===== config.mk =====
export PLATFORM = sky130hd
export DESIGN_NAME = pt_walker
export DESIGN_NICKNAME = d
export VERILOG_FILES = /design/src/rtl/pt_walker_pkg.sv /design/src/rtl/pt_va_split.sv /design/src/rtl/pt_entry_decode.sv /design/src/rtl/pt_addr_gen.sv /design/src/rtl/pt_walker.sv
export SDC_FILE = /design/constraint.sdc
export NUM_CORES = 1
export LEC_CHECK = 0
export BUFFER_PORTS_ARGS = -buffer_cell sky130_fd_sc_hd__buf_2
export CAP_MARGIN = 5
export CORE_MARGIN = 4
export CORE_UTILIZATION = 34
export DETAILED_ROUTE_END_ITERATION = 12
export GPL_TIMING_DRIVEN = 0
export PLACE_DENSITY = 0.62
export SLEW_MARGIN = 40
export SYNTH_ARGS = -nofsm -noshare
export SYNTH_HDL_FRONTEND = slang
export SYNTH_SLANG_ARGS = --single-unit
export TNS_END_PERCENT = 20

===== constraint.sdc =====
create_clock -name clk -period 3.66 [get_ports clk]
set_clock_uncertainty 0.1 [all_clocks]
set_input_delay 0.183 -clock clk [delete_from_list [all_inputs] [get_ports clk]]
set_output_delay 0.183 -clock clk [all_outputs]
set_load 0.01 [all_outputs]

===== src/rtl/pt_walker_pkg.sv =====
package pt_walker_pkg;

  typedef enum logic [1:0] {
    WK_IDLE = 2'd0,
    WK_READ = 2'd1,
    WK_WAIT = 2'd2,
    WK_DONE = 2'd3
  } walk_state_t;

  localparam logic [1:0] LVL_TOP  = 2'd1;
  localparam logic [1:0] LVL_MID  = 2'd2;
  localparam logic [1:0] LVL_LEAF = 2'd3;

endpackage


===== src/rtl/pt_va_split.sv =====
module pt_va_split import pt_walker_pkg::*; #(
  parameter int VA_W  = 32,
  parameter int L1_W  = 8,
  parameter int L2_W  = 6,
  parameter int L3_W  = 6,
  parameter int IDX_W = 8,
  parameter int OFF_W = VA_W - L1_W - L2_W - L3_W
) (
  input  logic [VA_W-1:0]  vaddr,
  input  logic [1:0]       level,
  output logic [IDX_W-1:0] sel_idx,
  output logic [OFF_W-1:0] page_off
);

  localparam int TOP_HI  = VA_W - 1;
  localparam int MID_HI  = VA_W - L1_W - 1;
  localparam int LEAF_HI = VA_W - L1_W - L2_W - 1;

  logic [L1_W-1:0] idx_top;
  logic [L2_W-1:0] idx_mid;
  logic [L3_W-1:0] idx_leaf;

  assign idx_top  = vaddr[TOP_HI  -: L1_W];
  assign idx_mid  = vaddr[MID_HI  -: L2_W];
  assign idx_leaf = vaddr[LEAF_HI -: L3_W];
  assign page_off = vaddr[OFF_W-1:0];

  always_comb begin
    case (level)
      LVL_TOP:  sel_idx = IDX_W'(idx_top);
      LVL_MID:  sel_idx = IDX_W'(idx_mid);
      LVL_LEAF: sel_idx = IDX_W'(idx_leaf);
      default:  sel_idx = '0;
    endcase
  end

endmodule


===== src/rtl/pt_entry_decode.sv =====
module pt_entry_decode #(
  parameter int PTE_W = 32,
  parameter int NUM_W = 20,
  parameter int OFF_W = 12,
  parameter int PA_W  = NUM_W + OFF_W
) (
  input  logic [PTE_W-1:0] entry,
  output logic             ent_present,
  output logic [NUM_W-1:0] ent_num,
  output logic [PA_W-1:0]  ent_base
);

  localparam int RSVD_W = PTE_W - NUM_W - 1;

  assign ent_present = entry[0];
  assign ent_num     = entry[PTE_W-1 -: NUM_W];
  assign ent_base    = {ent_num, {OFF_W{1'b0}}};

  generate
    if (RSVD_W > 0) begin : g_rsvd
      logic unused_rsvd;
      assign unused_rsvd = ^entry[RSVD_W:1];
    end
  endgenerate

endmodule


===== src/rtl/pt_addr_gen.sv =====
module pt_addr_gen #(
  parameter int PA_W        = 32,
  parameter int IDX_W       = 8,
  parameter int ENTRY_SHIFT = 2
) (
  input  logic [PA_W-1:0]  tbl_base,
  input  logic [IDX_W-1:0] idx,
  output logic [PA_W-1:0]  entry_addr
);

  logic [PA_W-1:0] idx_wide;

  assign idx_wide   = PA_W'(idx);
  assign entry_addr = tbl_base + (idx_wide << ENTRY_SHIFT);

endmodule


===== src/rtl/pt_walker.sv =====
module pt_walker import pt_walker_pkg::*; #(
  parameter int VA_W        = 32,
  parameter int L1_W        = 8,
  parameter int L2_W        = 6,
  parameter int L3_W        = 6,
  parameter int NUM_W       = 20,
  parameter int PTE_W       = 32,
  parameter int ENTRY_SHIFT = 2,
  parameter int OFF_W       = VA_W - L1_W - L2_W - L3_W,
  parameter int PA_W        = NUM_W + OFF_W
) (
  input  logic             clk,
  input  logic             rst_n,
  input  logic [PA_W-1:0]  base_addr,
  input  logic [L1_W:0]    l1_limit,
  input  logic             req_valid,
  output logic             req_ready,
  input  logic [VA_W-1:0]  req_vaddr,
  output logic             resp_valid,
  input  logic             resp_ready,
  output logic [PA_W-1:0]  resp_paddr,
  output logic             resp_fault,
  output logic [1:0]       resp_fault_level,
  output logic             resp_addr_err,
  output logic             mem_rd_en,
  output logic [PA_W-1:0]  mem_rd_addr,
  input  logic [PTE_W-1:0] mem_rd_data
);

  localparam int IDX_A = (L1_W > L2_W) ? L1_W : L2_W;
  localparam int IDX_W = (IDX_A > L3_W) ? IDX_A : L3_W;

  walk_state_t     state_q;
  logic [1:0]      level_q;
  logic [VA_W-1:0] vaddr_q;
  logic [PA_W-1:0] tbl_base_q;
  logic [PA_W-1:0] paddr_q;
  logic            fault_q;
  logic            err_q;
  logic [1:0]      flvl_q;

  logic [IDX_W-1:0] sel_idx;
  logic [OFF_W-1:0] page_off;
  logic             ent_present;
  logic [NUM_W-1:0] ent_num;
  logic [PA_W-1:0]  ent_base;
  logic [L1_W-1:0]  req_top_idx;
  logic             top_out_of_range;

  pt_va_split #(
    .VA_W (VA_W),
    .L1_W (L1_W),
    .L2_W (L2_W),
    .L3_W (L3_W),
    .IDX_W(IDX_W),
    .OFF_W(OFF_W)
  ) u_split (
    .vaddr   (vaddr_q),
    .level   (level_q),
    .sel_idx (sel_idx),
    .page_off(page_off)
  );

  pt_addr_gen #(
    .PA_W       (PA_W),
    .IDX_W      (IDX_W),
    .ENTRY_SHIFT(ENTRY_SHIFT)
  ) u_agen (
    .tbl_base  (tbl_base_q),
    .idx       (sel_idx),
    .entry_addr(mem_rd_addr)
  );

  pt_entry_decode #(
    .PTE_W(PTE_W),
    .NUM_W(NUM_W),
    .OFF_W(OFF_W),
    .PA_W (PA_W)
  ) u_dec (
    .entry      (mem_rd_data),
    .ent_present(ent_present),
    .ent_num    (ent_num),
    .ent_base   (ent_base)
  );

  assign req_top_idx      = req_vaddr[VA_W-1 -: L1_W];
  assign top_out_of_range = ({1'b0, req_top_idx} >= l1_limit);

  always_ff @(posedge clk or negedge rst_n) begin
    if (!rst_n) begin
      state_q    <= WK_IDLE;
      level_q    <= 2'd0;
      vaddr_q    <= '0;
      tbl_base_q <= '0;
      paddr_q    <= '0;
      fault_q    <= 1'b0;
      err_q      <= 1'b0;
      flvl_q     <= 2'd0;
    end else begin
      case (state_q)
        WK_IDLE: begin
          if (req_valid) begin
            vaddr_q    <= req_vaddr;
            tbl_base_q <= base_addr;
            level_q    <= LVL_TOP;
            paddr_q    <= '0;
            fault_q    <= 1'b0;
            flvl_q     <= 2'd0;
            if (top_out_of_range) begin
              err_q   <= 1'b1;
              state_q <= WK_DONE;
            end else begin
              err_q   <= 1'b0;
              state_q <= WK_READ;
            end
          end
        end
        WK_READ: begin
          state_q <= WK_WAIT;
        end
        WK_WAIT: begin
          if (!ent_present) begin
            fault_q <= 1'b1;
            flvl_q  <= level_q;
            state_q <= WK_DONE;
          end else if (level_q == LVL_LEAF) begin
            paddr_q <= {ent_num, page_off};
            state_q <= WK_DONE;
          end else begin
            tbl_base_q <= ent_base;
            level_q    <= level_q + 2'd1;
            state_q    <= WK_READ;
          end
        end
        WK_DONE: begin
          if (resp_ready) state_q <= WK_IDLE;
        end
        default: state_q <= WK_IDLE;
      endcase
    end
  end

  assign req_ready        = (state_q == WK_IDLE);
  assign mem_rd_en        = (state_q == WK_READ);
  assign resp_valid       = (state_q == WK_DONE);
  assign resp_paddr       = paddr_q;
  assign resp_fault       = fault_q;
  assign resp_fault_level = flvl_q;
  assign resp_addr_err    = err_q;

endmodule


* Yosys cells after proc, flatten, opt, wreduce, memory -nomap -nowiden
Cells that the tools add are included.
** Storage, ports and cells
- Register bits after elaboration :: 104
- Output and inout port bits :: 71
** Cells by class
- Add/sub/neg operators :: 2
- $lt $le $gt $ge :: 1
- Eq/ne operators :: 12
- Multiplexer cells :: 26
- Reduce and logical (&&, ||, !) cells :: 7
** Operators by type and width (number)
- $mux 32 :: 6
- $pmux 32 s2 :: 2
- $add 32x10->32 :: 1
- $pmux 8 s3 :: 1
- $mux 2 :: 10
- $ne 2x2->1 const B :: 5
- $ge 8x9->1 :: 1
- $eq 2x2->1 const B :: 4
- $pmux 2 s2 :: 2
- $pmux 2 s4 :: 1
- $reduce_and 4->1 :: 2
- $eq 2x1->1 const B :: 2
- $reduce_and 2->1 :: 2
- $mux 1 :: 3
- $reduce_and 3->1 :: 1
- $add 2x1->2 const B :: 1
- $logic_not 2->1 :: 1
- $ne 2x1->1 const B :: 1
- $pmux 1 s2 :: 1
- $reduce_bool 2->1 :: 1

* Logic depth before layout (Yosys ltp)
- Depth in word-level cells :: 4
- Gate-level depth with buffers :: 12

* By module
Synthesis repeated with hierarchy kept, for this count alone.
** Second synthesis, totals
- Cell total of the unflattened synthesis :: 620
- Area total of the unflattened synthesis :: 6507.5 um^2
** Modules (own cells, without submodules)
- pt_walker :: instances 1, cells each 414, area an instance 4917.2 um^2
- pt_addr_gen :: instances 1, cells each 123, area an instance 933.4 um^2
- pt_entry_decode :: instances 1, cells each 54, area an instance 401.6 um^2
- pt_va_split :: instances 1, cells each 29, area an instance 255.2 um^2

* Worst setup path after synthesis
OpenSTA, ideal clock, no wires.
- Path type :: reg-to-output
- Start :: register level_q[0]
- End :: output mem_rd_addr[21]
- Arrival :: 2.596 ns
- Slack :: 0.781 ns
- Stages on the path, launching flop included :: 11
- Buffers on the path :: 0
- Cells stage by stage :: dfrtp_1 -> inv_1 -> ha_1 -> a222oi_1 -> nor2_1 -> ha_1 -> o211ai_1 -> o21ai_0 -> a31o_2 -> or3b_1 -> xnor2_1
** On the way
- Cells in the longest elaborated chain, start to end :: 3
- Elaborated cells between the ends (all ways) :: 5
- Classes of those cells :: 1 x add/sub; 3 x eq/ne; 1 x mux
** Ends and longest elaborated chain
- start, declared :: RTL line pt_walker.sv:34 : logic [1:0] level_q;
- start signal, assigned :: RTL line pt_walker.sv:131 : level_q <= level_q + 2'd1;
- $eq 2x2->1 or $eq 2x1->1 (tied branches) :: RTL line pt_va_split.sv:29 : case (level)
- $pmux 8 s3 * :: RTL line pt_va_split.sv:29
- $add 32x10->32 * :: RTL line pt_addr_gen.sv:14 : assign entry_addr = tbl_base + (idx_wide << ENTRY_SHIFT);
- end, declared :: RTL line pt_walker.sv:26 : output logic [PA_W-1:0] mem_rd_addr,
Every way passes the cells marked *; elsewhere a longest branch is shown, timed or not.

* Final worst setup path
- Start :: register level_q[0]
- End :: output mem_rd_addr[14]
The elaborated chain is that of the path after synthesis.

==> reports/summary.json <==
{
  "status": "finished, final reports clean",
  "num_rows": 45,
  "fin_setup_tns_ns": 0,
  "tritoncts": "done",
  "fillers": 1462,
  "maxSlewHeadroom_pct": 56.5,
  "grt_use_total_pct": 17.7,
  "period_minus_slack_ns": 3.51,
  "hold_violations": 0,
  "crit_path_frequent_cell": "nor2_1",
  "worstPathMaxFanout": 6,
  "timing.critical_path.slowest_stage_cell": "dfrtp_2",
  "detailedRoute.firstIterationViolations": 229,
  "final_layout_size_suffix_gt1_share_pct": 33.2,
  "synth_enable_flop_cells": 0,
  "dp_slack_ns": 0.156,
  "synth_ff_type": "dfrtp_1",
  "ir_worst_vdd_mv": 0.392,
  "part_of_the_yosys_area_used_for_sequential_elements_pct": 49.4,
  "slew_viol_final": 0,
  "drtAntennaViolNets": 0,
  "max-cap-violations": 0,
  "remaining_drc_errors": 0,
  "total_of_warnings_raised_by_yosys": 0,
  "ys_seq_elements": 104,
  "gpl.final_weighted_congestion": 0.818,
  "drt-total-wl_um": 15600,
  "clk-insertion-delay-late_ns": 0.34,
  "grt_start_max_net_pins": 66,
  "crit_chain": "inv_2 -> ha_4 -> a222oi_1 -> nor2_1 -> ha_2 -> inv_1 -> fa_1 -> nand2b_4 -> a21oi_4 -> buf_4 -> o211ai_2 -> nor2_1 -> xor2_1 -> buf_2",
  "fmax_mhz": 285,
  "half_perimeter_wire_length_after_placement_um": 11400,
  "synthToLayoutAreaGrowth_pct": 38.8,
  "critical-path-top-delay-family": "adder cells",
  "cts-root-buf": "clkbuf_16",
  "io_buffers": 168,
  "setup_viol": 0,
  "synth_cell_type_count": 37,
  "number_of_antenna_violations_at_the_first_check_in_global_routing": 0,
  "critical_path_buf_inv_count": 4,
  "vias": 4707,
  "clkTransAtPathRegs_ns": 0.07,
  "floorplan.initialDensity_pct": 34.6,
  "worst_path_largest_cell_delay_ns": 0.45,
  "die_area_um2": 17500,
  "cts-root-to-sink-buffers": 2,
  "antenna_cells_inserted": 0,
  "post-route-worst-setup-slack_ns": 0.154,
  "highest_count_cells_in_the_layout_ignoring_fill_and_taps": "buf_2 (179), nand2_1 (120), dfrtp_1 (102)",
  "timing.critical_path.required_ns": 3.38,
  "post_synth_main_area_contributors": "dfrtp_1 (49%), nand2_1 (8.6%), mux2_2 (6.8%)",
  "core_area_um2": 15200,
  "floorplan.die.width_um": 132,
  "postSynthNetCount": 676,
  "yosysTopAreaCellShare_pct": 49.4,
  "final.hold.worst_slack_ns": 0.0150,
  "clock_sink_count": 104,
  "worst-slew-pin-transition_ns": 0.652,
  "synthesis.instances": 546,
  "cellLeakagePower_uw": 0.00374,
  "critPathArrivalTime_ns": 3.22,
  "grt_first_pass_wirelength_um": 24900,
  "sequential_cell_area_um2": 2610,
  "critPathCaptureType": "output pin",
  "multiInputGateArea_um2": 2540,
  "ctsHtreeMaxLevel": 3,
  "synthDominantAreaCellType": "dfrtp_1",
  "die_height_um": 132,
  "numCtsBuffers": 9,
  "globalRoute.totalOverflow": 0,
  "ys_async_sr_fraction_pct": 100,
  "io_pins": 180,
  "post_synth_instance_area_um2": 5270,
  "criticalPathCategory": "register to output pin",
  "power-per-cell-area_nw_per_um2": 788,
  "synth.avg_cell_area_um2": 9.64,
  "drt-wirelength-per-cell_um": 16.0,
  "final_nets": 913,
  "layout.cells.most_common": "buf_2",
  "final.period_utilization_pct": 95.8,
  "startpoint_type": "register",
  "hold_path_class": "input pin to register",
  "grt_setup_unrepaired": "no",
  "routed_via_density": 4.83,
  "vias_in_the_first_global_route": 4741,
  "drt_pass1_iterations": 4
}
-- synth_stat cells, drive strengths merged, types with 5 or more instances --
cell type	number
nor3	6
ha	20
dfrtp	104
a222oi	5
buf	16
xor2	10
a21o	23
nor2	22
nand4	6
inv	21
clkbuf	14
a21oi	33
and3	5
mux2	32
nand3	20
nand2b	6
nand2	120
o21ai	38
xnor2	18
-- per-layer routing --
metal / global-route usage [%] / vias to the layer above / wire length (µm)
li1: - / 2336 / -
met1: 23.8 / 2233 / 7110
met2: 28.6 / 114 / 7350
met3: 4.18 / 24 / 782
met4: 5.66 / 0 / 341
met5: 0 / - / 0
-- kinds of logic after synthesis --
logic type      share of synthesized area (%)
flops                                    49.4
xor+xnor                                 4.66
mux                                      6.84
fa+ha+maj                                5.13
compound gates                           13.4
buf+inv                                  4.21
simple gates                             16.4
-- cell type report --
| class | instances | area share [%] |
|---|---|---|
| inverters | 21 | 1.08 |
| repair buffers | 226 | 19.7 |
| clock buffers | 10 | 3.27 |
| multi-input cells | 392 | 34.7 |
| clock inverters | 5 | 0.462 |
| plain buffers | 29 | 1.93 |
| flip-flops and latches | 104 | 35.7 |
| well taps | 188 | 3.22 |
-- report_power, final --
group	switching, µW	leakage (µW)	internal, µW
clock network	426	0.000130	475
registers	383	0.00132	1680
logic	1550	0.00229	1240
-- metrics by stage --
step | cells | util (%) | area [µm²] | total power [µW]
floorplan | 546 | - | 5270 | 3710
finish | 975 | 48.1 | 7310 | 5760
global placement | 902 | 41.7 | 6340 | 4680
detailed placement | 903 | 42.0 | 6380 | 4730
CTS | 968 | 47.2 | 7180 | 5720
global route | 975 | 48.1 | 7310 | 6230
-- registers in the layout, indices dropped and copies added, names as in the netlist --
signal            cells
state_q               2
resp_fault            1
tbl_base_q           32
level_q               2
vaddr_q              32
resp_addr_err         1
resp_fault_level      2
resp_paddr           32
-- worst paths after layout --
kind	from	end	slack, ns	depth (start not counted)
worst min register to register	tbl_base_q[1]	tbl_base_q[1]	0.37	2
worst max register to register	state_q[0]	vaddr_q[29]	1.52	6
min in group asynchronous	rst_n	vaddr_q[7]	0.20	2
max in group asynchronous	rst_n	level_q[0]	2.64	3
worst max-delay path	level_q[0]	mem_rd_addr[14]	0.15	14
worst min-delay path	mem_rd_data[17]	resp_paddr[17]	0.02	3
-- tightest hold or removal path, delay by kind of cell --
| kind | cells | cell delay, ns |
|---|---|---|
| buffers and inverters | 1 | 0.10 |
| AND/OR/NAND/NOR | 1 | 0.06 |
| AO/OA/AOI/OAI | 1 | 0.07 |
-- repair_timing --
action	in CTS	in global routing
pin swaps	0	7
gates resized for setup	5	16
buffers inserted	0	5
setup endpoints to repair	20	21
hold buffers	51	1
endpoints found under the hold margin	147	1
cloned	0	1
(Power assumes the default switching activity.)
